### src/rtl/skdc_pkg.sv
package skdc_pkg;
   typedef enum logic {
      STEP_FINE   = 1'b0,
      STEP_COARSE = 1'b1
   } step_mode_e;

   function automatic int unsigned ticks_per_step(input step_mode_e mode, input int unsigned tpv);
      return (mode == STEP_COARSE) ? tpv / 4 : tpv / 8;
   endfunction
endpackage

### src/rtl/skdc_cfg_latch.sv
module skdc_cfg_latch
   import skdc_pkg::*;
#(
   parameter int DIV_W = 5,
   parameter int SKEW_W = 4,
   parameter int TICKS_PER_VCO = 8,
   parameter int CNT_W = 9
) (
   input  logic              clk,
   input  logic              rst,
   input  logic              load,
   input  logic [DIV_W-1:0]  div_code,
   input  logic [SKEW_W-1:0] skew_code,
   input  logic              coarse_step,
   output logic [CNT_W-1:0]  per_lat,
   output logic [CNT_W-1:0]  half_lat,
   output logic [CNT_W-1:0]  dly_lat
);
   logic [CNT_W-1:0] per_new;
   logic [CNT_W-1:0] dly_new;
   step_mode_e       mode;

   assign mode    = step_mode_e'(coarse_step);
   assign per_new = CNT_W'((int'(div_code) + 1) * TICKS_PER_VCO);
   assign dly_new = CNT_W'(int'(skew_code) * int'(ticks_per_step(mode, TICKS_PER_VCO)));

   always_ff @(posedge clk) begin
      if (rst || load) begin
         per_lat  <= per_new;
         half_lat <= per_new >> 1;
         dly_lat  <= dly_new;
      end
   end
endmodule

### src/rtl/skdc_phase_track.sv
module skdc_phase_track #(
   parameter int CNT_W = 9,
   parameter int MOD_ITER = 4
) (
   input  logic             clk,
   input  logic             rst,
   input  logic [CNT_W-1:0] per_lat,
   input  logic [CNT_W-1:0] dly_lat,
   output logic             slot
);
   logic [CNT_W-1:0] ref_cnt;
   logic [CNT_W-1:0] since_cnt;
   logic [CNT_W-1:0] dly_mod;

   // delay reduced into one period; bounded number of subtract steps
   always_comb begin
      dly_mod = dly_lat;
      for (int i = 0; i < MOD_ITER; i++) begin
         if (dly_mod >= per_lat) dly_mod = dly_mod - per_lat;
      end
   end

   assign slot = (ref_cnt == dly_mod) && (since_cnt >= per_lat);

   // reference frame, wraps at the latched period
   always_ff @(posedge clk) begin
      if (rst) ref_cnt <= '0;
      else if (ref_cnt >= per_lat - CNT_W'(1)) ref_cnt <= '0;
      else ref_cnt <= ref_cnt + CNT_W'(1);
   end

   // ticks since the last period start, saturating; ready value after reset
   always_ff @(posedge clk) begin
      if (rst) since_cnt <= '1;
      else if (slot) since_cnt <= CNT_W'(1);
      else if (since_cnt != '1) since_cnt <= since_cnt + CNT_W'(1);
   end
endmodule

### src/rtl/skdc_gate_ctl.sv
module skdc_gate_ctl #(
   parameter int CNT_W = 9,
   parameter int GATE_LAT = 3
) (
   input  logic             clk,
   input  logic             rst,
   input  logic             slot,
   input  logic             out_enable,
   input  logic             run_gate,
   input  logic [CNT_W-1:0] half_lat,
   output logic             clk_out
);
   logic             gate_ok;
   logic             out_q;
   logic [CNT_W-1:0] hi_cnt;

   generate
      if (GATE_LAT == 0) begin : g_direct
         assign gate_ok = run_gate;
      end else begin : g_pipe
         logic [GATE_LAT-1:0] gq;
         for (genvar i = 0; i < GATE_LAT; i++) begin : g_stage
            always_ff @(posedge clk) begin
               if (rst) gq[i] <= 1'b0;
               else if (slot) gq[i] <= (i == 0) ? run_gate : gq[(i == 0) ? 0 : i-1];
            end
         end
         assign gate_ok = gq[GATE_LAT-1];
      end
   endgenerate

   always_ff @(posedge clk) begin
      if (rst) begin
         out_q  <= 1'b0;
         hi_cnt <= '0;
      end else if (slot) begin
         out_q  <= out_enable && gate_ok;
         hi_cnt <= CNT_W'(1);
      end else if (out_q) begin
         if (hi_cnt >= half_lat) out_q <= 1'b0;
         hi_cnt <= hi_cnt + CNT_W'(1);
      end
   end

   assign clk_out = out_q;
endmodule

### src/rtl/skew_divclk_out.sv
module skew_divclk_out #(
   parameter int DIV_W = 5,
   parameter int SKEW_W = 4,
   parameter int TICKS_PER_VCO = 8,
   parameter int GATE_LAT = 3
) (
   input  logic              clk,
   input  logic              rst,
   input  logic [DIV_W-1:0]  div_code,
   input  logic [SKEW_W-1:0] skew_code,
   input  logic              coarse_step,
   input  logic              out_enable,
   input  logic              run_gate,
   output logic              clk_out
);
   localparam int MAX_PER  = (2 ** DIV_W) * TICKS_PER_VCO;
   localparam int CNT_W    = $clog2(MAX_PER) + 1;
   localparam int MAX_DLY  = ((2 ** SKEW_W) - 1) * TICKS_PER_VCO / 4;
   localparam int MOD_ITER = (MAX_DLY + TICKS_PER_VCO - 1) / TICKS_PER_VCO;

   generate
      if (TICKS_PER_VCO < 8 || (TICKS_PER_VCO % 8) != 0) begin : g_bad_tpv
         $error("TICKS_PER_VCO must be a positive multiple of 8");
      end
      if (MAX_DLY >= (2 ** CNT_W)) begin : g_bad_dly
         $error("skew range does not fit the counter width");
      end
      if (GATE_LAT < 0 || GATE_LAT > 8) begin : g_bad_lat
         $error("GATE_LAT must lie in 0..8");
      end
   endgenerate

   logic [CNT_W-1:0] per_lat;
   logic [CNT_W-1:0] half_lat;
   logic [CNT_W-1:0] dly_lat;
   logic             slot;

   skdc_cfg_latch #(
      .DIV_W(DIV_W), .SKEW_W(SKEW_W), .TICKS_PER_VCO(TICKS_PER_VCO), .CNT_W(CNT_W)
   ) u_cfg (
      .clk(clk), .rst(rst), .load(slot),
      .div_code(div_code), .skew_code(skew_code), .coarse_step(coarse_step),
      .per_lat(per_lat), .half_lat(half_lat), .dly_lat(dly_lat)
   );

   skdc_phase_track #(
      .CNT_W(CNT_W), .MOD_ITER(MOD_ITER)
   ) u_phase (
      .clk(clk), .rst(rst), .per_lat(per_lat), .dly_lat(dly_lat), .slot(slot)
   );

   skdc_gate_ctl #(
      .CNT_W(CNT_W), .GATE_LAT(GATE_LAT)
   ) u_gate (
      .clk(clk), .rst(rst), .slot(slot), .out_enable(out_enable),
      .run_gate(run_gate), .half_lat(half_lat), .clk_out(clk_out)
   );
endmodule

### config.mk
export PLATFORM = sky130hd
export DESIGN_NAME = skew_divclk_out
export DESIGN_NICKNAME = d
export VERILOG_FILES = /design/src/rtl/skdc_pkg.sv /design/src/rtl/skdc_cfg_latch.sv /design/src/rtl/skdc_phase_track.sv /design/src/rtl/skdc_gate_ctl.sv /design/src/rtl/skew_divclk_out.sv
export SDC_FILE = /design/constraint.sdc
export NUM_CORES = 1
export LEC_CHECK = 0
export BUFFER_PORTS_ARGS = -buffer_cell sky130_fd_sc_hd__buf_2
export CAP_MARGIN = 0
export CELL_PAD_IN_SITES_DETAIL_PLACEMENT = 0
export CELL_PAD_IN_SITES_GLOBAL_PLACEMENT = 1
export CORE_MARGIN = 5
export CORE_UTILIZATION = 45
export DETAILED_ROUTE_END_ITERATION = 8
export GPL_ROUTABILITY_DRIVEN = 0
export PLACE_DENSITY = 0.81
export SYNTH_ARGS = -nofsm -noshare
export SYNTH_HDL_FRONTEND = slang
export SYNTH_HIERARCHICAL = 1
export SYNTH_SLANG_ARGS = --single-unit
### constraint.sdc
create_clock -name clk -period 21.2 [get_ports clk]
set_input_delay 1.06 -clock clk [delete_from_list [all_inputs] [get_ports clk]]
set_output_delay 1.06 -clock clk [all_outputs]
set_load 0.01 [all_outputs]
==> key figures, run 1 <==
Layout
  • Layout Utilization: 47.3%
  • Finished Layout Cells: 868
  • Area of the multi-input gates: between 0.004 and 0.005 sq mm
  • N_diodes: 0
  • Commonest cells after routing, fill and taps aside: ha_1 (70), nor2_1 (51), nand2_1 (49)
  • Share of cells above drive strength 1: 9.77%
  • Storage cell area: a little under 0.001 sq mm
  • Post-route cell area: 0.00592 sq mm
  • Fillers: ~1300
  • Most common cell after layout, fill and taps aside: ha_1
  • Synth-to-Final Area Change: 3.50%
  • Nets@finish: 783

Logic synthesis
  • Cell Area, Synth: 0.00572 sq mm
  • Share of the synthesized area in the top cell type: 15.3%
  • Largest family of logic cells by synthesized area: compound AO/OA/AOI/OAI gates
  • Flop and latch count out of synthesis: 43
  • Netlist cell types: 99
  • Async S/R FF share, synth: 0%
  • Post-Synthesis Cells: 702
  • Post-synthesis sequential area ratio: 17.2%
  • Synth top area cells: ha_1 (15%), dfxtp_1 (11%), edfxtp_1 (6.3%), xnor2_1 (4.8%), a21oi_1 (3.4%)
  • Compound-cell area share of the yosys netlist: about a quarter
  • EDFF count, synth: 12
  • Mean Syn Cell Area: 8.14 sq um
  • Simple-Gate Fraction of Synth Area: 22.9%
  • Primary FF master, synth: dfxtp_1
  • Synth area leader: ha_1
  • Post-Synth Adder-Cell Area: between 15 and 20%
  • Mux contribution to synthesized area: 1.64%
  • XOR/XNOR Fraction of Synth Area: 8.06%
  • Number of synthesis warnings: 6

Clock network
  • CTS max path bufs: 2
  • H-tree lvl count: 2
  • TritonCTS Buffers: 5
  • Buffer count from post-CTS setup fixing: 0
  • PostCTS Resize Cnt: 0
  • CTS Sinks: 43
  • Root Buffer Master: clkbuf_16
  • CTS Hold Bufs: 0
  • Clock latency on the worst-skew pair: 280 ps
  • CTS tree: yes
  • Reg clk slew, reported paths: 60 ps

STA
  • Final Cycle Share: 48.6%
  • Max_slew headroom: 32.0%
  • Final Max Tran Viols: 0
  • RSZ-0062 raised after global routing: false
  • Final period demand of the worst path: 10300 ps
  • FMAX: 0.0971 GHz
  • Slew @ Worst Pin: 994 ps
  • Setup TNS: 0 ps
  • Fin. Hold Viols: 0
  • Clock skew after layout: 3.78 ps
  • Setup violators final: 0

Worst setup path
  • Crit Path Max Fanout: 17
  • Crit path buf inv count: 2
  • Data arrival time of the worst path: about 11000 ps
  • Critical Path Slowest Stage Cell: a2111oi_0
  • Startpoint Class: register
  • Worst path most repeated cell: ha_1
  • CP required: 21420 ps
  • Crit end category: register
  • Worst path top cell family by delay: compound AO/OA/AOI/OAI gates
  • Crit Path Class: register to register
  • Critical Path Max Stage Delay: 870 ps

Floorplanning
  • Placeable Area: 0.0125 sq mm
  • Die width: approximately 120 microns
  • Initial Util: 45.7%
  • Row count: 41
  • Die Y: ~120 microns
  • Ports: 15
  • Die ar.: 0.0151 sq mm

Min path
  • HP Class: register to register

Drt
  • DR pass1 iterations: 5
  • Final antenna-violating net count: 0
  • # DRC: 0
  • 1st-iter DRT viols: approximately 360
  • Drt wl/cell: 17.4 microns
  • Vias per inst: 5.98
  • Via count: around 5200
  • Drt total wl: between 15000 and 20000 microns

Global routing
  • Total GRT Usage: approximately 21%
  • Grt total ovfl: 0
  • Largest net degree at the start of global routing: 19
  • Vias in the first global route: 4941
  • First-pass GRT wire length: around 25000 microns
  • Initial antenna violation count: 0

Placement
  • Hpwl dp: 11900 microns
  • # port buffers: 14
  • Dpl cell area: 0.00578 sq mm
  • Dpl cells: between 800 and 900

Outcome
  • Run status: completed

Run
  • Max cap viols: 0
==> sequential cells by signal (all words and copies together) (netlist names) <==
name / count
u_cfg/dly_lat: 6
u_cfg/per_lat: 6
u_gate/clk_out: 1
u_gate/g_pipe.gq: 2
u_gate/gate_ok: 1
u_gate/hi_cnt: 9
u_phase/ref_cnt: 9
u_phase/since_cnt: 9
==> per-layer routing <==
| metal | part of all wire, % | up-vias | routed length (microns) | GRT usage (%) |
|---|---|---|---|---|
| met5 | 0 | - | 0 | 0 |
| met4 | 1.5 | 0 | 229 | 4.41 |
| met3 | 6.4 | 20 | 969 | 3.50 |
| met2 | 47 | 146 | 7110 | 34.6 |
| met1 | 45 | 2434 | 6800 | 27.6 |
| li1 | - | 2589 | - | - |
==> per-stage QoR <==
step | hold slack, ps | setup WS (ps)
after floorplan | 437 | 13090
after global placement | 475 | 11330
after detailed placement | 489 | 11240
after CTS | 505 | 11200
after global routing | 519 | 10200
final | 505 | 10900
==> final timing paths <==
kind,startpoint,endpoint,slack [ps],cells after the start
max,u_cfg/per_lat[3]$_DFFE_PP_,u_gate/clk_out$_SDFF_PP0_,10900,34
max reg2reg,u_cfg/per_lat[3]$_DFFE_PP_,u_gate/clk_out$_SDFF_PP0_,10900,34
min reg2reg,u_gate/gate_ok$_SDFFE_PP0P_,u_gate/gate_ok$_SDFFE_PP0P_,510,2
min,u_gate/gate_ok$_SDFFE_PP0P_,u_gate/gate_ok$_SDFFE_PP0P_,510,2
==> area by class of cell <==
class	count	share of cell area, %
repair buffers	15	1.31
multi-input cells	590	73.6
clock buffers	5	2.12
flip-flops and latches	43	16.6
inverters	40	2.54
clock inverters	3	0.254
well taps	172	3.64
==> cell usage after synthesis, drive strengths merged, types with 11 or more instances <==
cell type and instances:
a211oi 20, nand3 27, nand2 53, ha 70, nand4 12, nor3 19, and3 11, o21a 12
buf 27, xor2 19, a21o 18, inv 39, o211ai 13, o21ai 34, dfxtp 31, edfxtp 12
xnor2 31, a21oi 43, nor2 52
==> worst register-to-register path: cells and delay by family (launching register included) <==
kind,cells,cell delay (ps)
xor+xnor,1,130
simple gates,11,3540
buf+inv,2,610
compound gates,16,4320
flops,1,440
fa+ha+maj,4,1200
==> cells by family (layout without fill, tap and decap cells) <==
kind of cell    Yosys count  after routing
other cells               1             10
xor+xnor                 51             51
simple gates            241            241
mux                       9              9
flops                    43             43
fa+ha+maj                74             74
buf+inv                  78             63
compound gates          205            205
Power of run 1 is left out: the tool's default activity adds up to more than one toggle a clock period on the data nets, which glitch-free logic cannot reach.
==> run 2: changes to the inputs <==
--- a/config.mk
+++ b/config.mk
@@ -13,7 +13,7 @@
 export CORE_UTILIZATION = 45
 export DETAILED_ROUTE_END_ITERATION = 8
 export GPL_ROUTABILITY_DRIVEN = 0
-export PLACE_DENSITY = 0.81
+export PLACE_DENSITY = 0.84
 export SYNTH_ARGS = -nofsm -noshare
 export SYNTH_HDL_FRONTEND = slang
 export SYNTH_HIERARCHICAL = 1
==> constraint.sdc (replaced) <==
create_clock -name clk -period 8.65 [get_ports clk]
set_input_delay 0.4325 -clock clk [delete_from_list [all_inputs] [get_ports clk]]
set_output_delay 0.4325 -clock clk [all_outputs]
set_load 0.01 [all_outputs]
==> run 2 against run 1 <==
Against the previous run: sequential share of layout area decreased by 1.0 points; die area unchanged; clock-buffer cell count increased by 1; design area increased by 6.5%; worst hold slack got worse by 120 ps; clock skew increased by 3.0 ps; maximum frequency increased by 24%; critical path depth decreased by 2; global-route usage increased by 0.97 points.
==> key figures, run 2 (synthesis results as in run 1) <==
Outcome
  • Run status: completed

Worst setup path
  • Startpoint Class: register
  • R2r setup slk: 350 ps (-10550 ps)
  • Data arrival time of the worst path: 8470 ps (-2050 ps)
  • Crit end category: register
  • Critical Path Slowest Stage Cell: or3b_2
  • CP required: 8820 ps (-12600 ps)
  • Critical Path Max Stage Delay: 520 ps (-350 ps)
  • Crit path launch: u_cfg/per_lat[5]$_DFFE_PP_
  • Crit Path Class: register to register
  • Worst path most repeated cell: ha_1
  • Worst Reg-to-Reg Cells: 32 (-5.9%)
  • Worst r2r dst: u_gate/g_pipe.gq[1]$_SDFFE_PP0P_
  • Crit Path Max Fanout: 9 (-8)
  • Worst r2r src: u_cfg/per_lat[5]$_DFFE_PP_

Clock network
  • Clock latency on the worst-skew pair: 290 ps (about the same)
  • Reg clk slew, reported paths: 60 ps (about the same)
  • CTS Hold Bufs: 0 (unchanged)
  • CTS tree: yes
  • CTS max path bufs: 2 (unchanged)
  • H-tree lvl count: 2 (unchanged)
  • Root Buffer Master: clkbuf_16
  • TritonCTS Buffers: 5 (unchanged)
  • CTS Sinks: 43 (unchanged)

STA
  • Clock skew after layout: 6.80 ps (+3.02 ps)
  • Hold Slack: 387 ps (-118 ps)
  • Max_slew headroom: 62.8% (+31 points)
  • Setup violators final: 0 (unchanged)
  • Final Max Tran Viols: 0 (unchanged)
  • Final period demand of the worst path: 8300 ps (-2000 ps)
  • FMAX: 0.120 GHz (+24%)
  • Final Cycle Share: 96.0% (+47 points)
  • Fin. Hold Viols: 0 (unchanged)
  • Final worst-path setup slack: 349 ps (-10550 ps)
  • Slew @ Worst Pin: 556 ps (-438 ps)
  • Setup TNS: 0 ps (unchanged)

Floorplanning
  • Ports: 15 (unchanged)
  • Die ar.: 0.0151 sq mm (unchanged)
  • Row count: 41 (unchanged)
  • Placeable Area: 0.0125 sq mm (unchanged)
  • Die width: 123 microns (unchanged)
  • Die Y: 123 microns (unchanged)
  • Initial Util: 45.7% (unchanged)

Drt
  • Vias per inst: 6.07 (+1.5%)
  • Final antenna-violating net count: 0 (unchanged)
  • DR pass1 iterations: 7 (+2)
  • 1st-iter DRT viols: 442 (+24%)
  • Drt total wl: 16100 microns (+6.5%)
  • Drt wl/cell: 18.0 microns (+3.1%)
  • Via count: 5439 (+4.8%)
  • # DRC: 0 (unchanged)

Layout
  • Layout Utilization: 50.3% (+3.0 points)
  • Synth-to-Final Area Change: 10.2%
  • Commonest cells after routing, fill and taps aside: ha_1 (65), nand2_1 (49), nor2_1 (49)
  • Most common cell after layout, fill and taps aside: ha_1
  • Share of cells above drive strength 1: 16.6% (+6.8 points)
  • N_diodes: 0 (unchanged)
  • Top Registers: u_gate/hi_cnt (9), u_phase/ref_cnt (9), u_phase/since_cnt (9)
  • Nets@finish: 811 (+3.6%)

Placement
  • Place WS: -225 ps (-11460 ps)
  • # port buffers: 14 (unchanged)
  • Hpwl dp: 12600 microns (+6.0%)

Min path
  • Hold endpoint: u_gate/g_pipe.gq[0]$_SDFFE_PP0P_
  • Hold depth: 3 (+1)
  • Worst hold start: run_gate
  • HP Class: input port to register

Global routing
  • Initial antenna violation count: 0 (unchanged)
  • Vias in the first global route: 5116 (+3.5%)
  • Total GRT Usage: 21.5% (+0.97 points)
  • Largest net degree at the start of global routing: 19 (unchanged)
  • Grt total ovfl: 0 (unchanged)
  • First-pass GRT wire length: 25900 microns (+4.1%)

Run
  • Max cap viols: 0 (unchanged)
-- run 2: cell count changes in the layout (fill, tap and decap cells not counted), sizes merged --
cell	previous run	this run
buf	15	42
clkbuf	5	6
clkinv	4	2
clkinvlp	0	1
nor2	52	53
-- run 2: worst max-delay path by stage --
stage	endpoint	slack [ps]	cells after the start
2_1_floorplan	u_gate/clk_out$_SDFF_PP0_	540	39
3_3_place_gp	u_gate/clk_out$_SDFF_PP0_	3	34
3_5_place_dp	u_cfg/dly_lat[2]$_DFFE_PP_	-230	31
4_1_cts	u_gate/clk_out$_SDFF_PP0_	20	35
5_1_grt	u_gate/g_pipe.gq[1]$_SDFFE_PP0P_	-30	33
6_report	u_gate/g_pipe.gq[1]$_SDFFE_PP0P_	350	32
-- run 2: stage by stage --
| stage | cells | cell area (sq um) |
|---|---|---|
| 2_1_floorplan | 711 | 5750 |
| 3_3_place_gp | 874 | 5880 |
| 3_5_place_dp | 874 | 5880 |
| 4_1_cts | 882 | 6040 |
| 5_1_grt | 896 | 6300 |
| 6_report | 896 | 6300 |
-- run 2: layout make-up --
type	count	area, sq um
sequential	43	981
inverter	40	150
clock buffer	6	129
multi-input combinational	591	4530
clock inverter	2	12.5
fill	1202	6220
tap	172	215
timing repair buffer	42	280
-- run 2: routing by layer --
| layer | up-vias | share of wire (%) | track usage, % |
|---|---|---|---|
| li1 | 2644 | - | - |
| met1 | 2569 | 44 | 29.3 |
| met2 | 192 | 48 | 35.8 |
| met3 | 34 | 5.6 | 2.12 |
| met4 | 0 | 2.6 | 6.72 |
| met5 | - | 0 | 0 |
-- run 2: what timing repair did --
action,CTS,global route
gates cloned,0,1
setup endpoints to repair,25,34
gates resized for setup,6,33
buffers inserted,0,13
pin swaps,1,10
-- run 2: worst max-delay path: cells and delay by family, from the launching register on --
kind            cells  cell delay [ps]
compound gates     12             3010
simple gates       12             2900
fa+ha+maj           4             1290
flops               1              400
buf+inv             3              360
mux                 1              200
Power of run 2 is left out for the same reason.
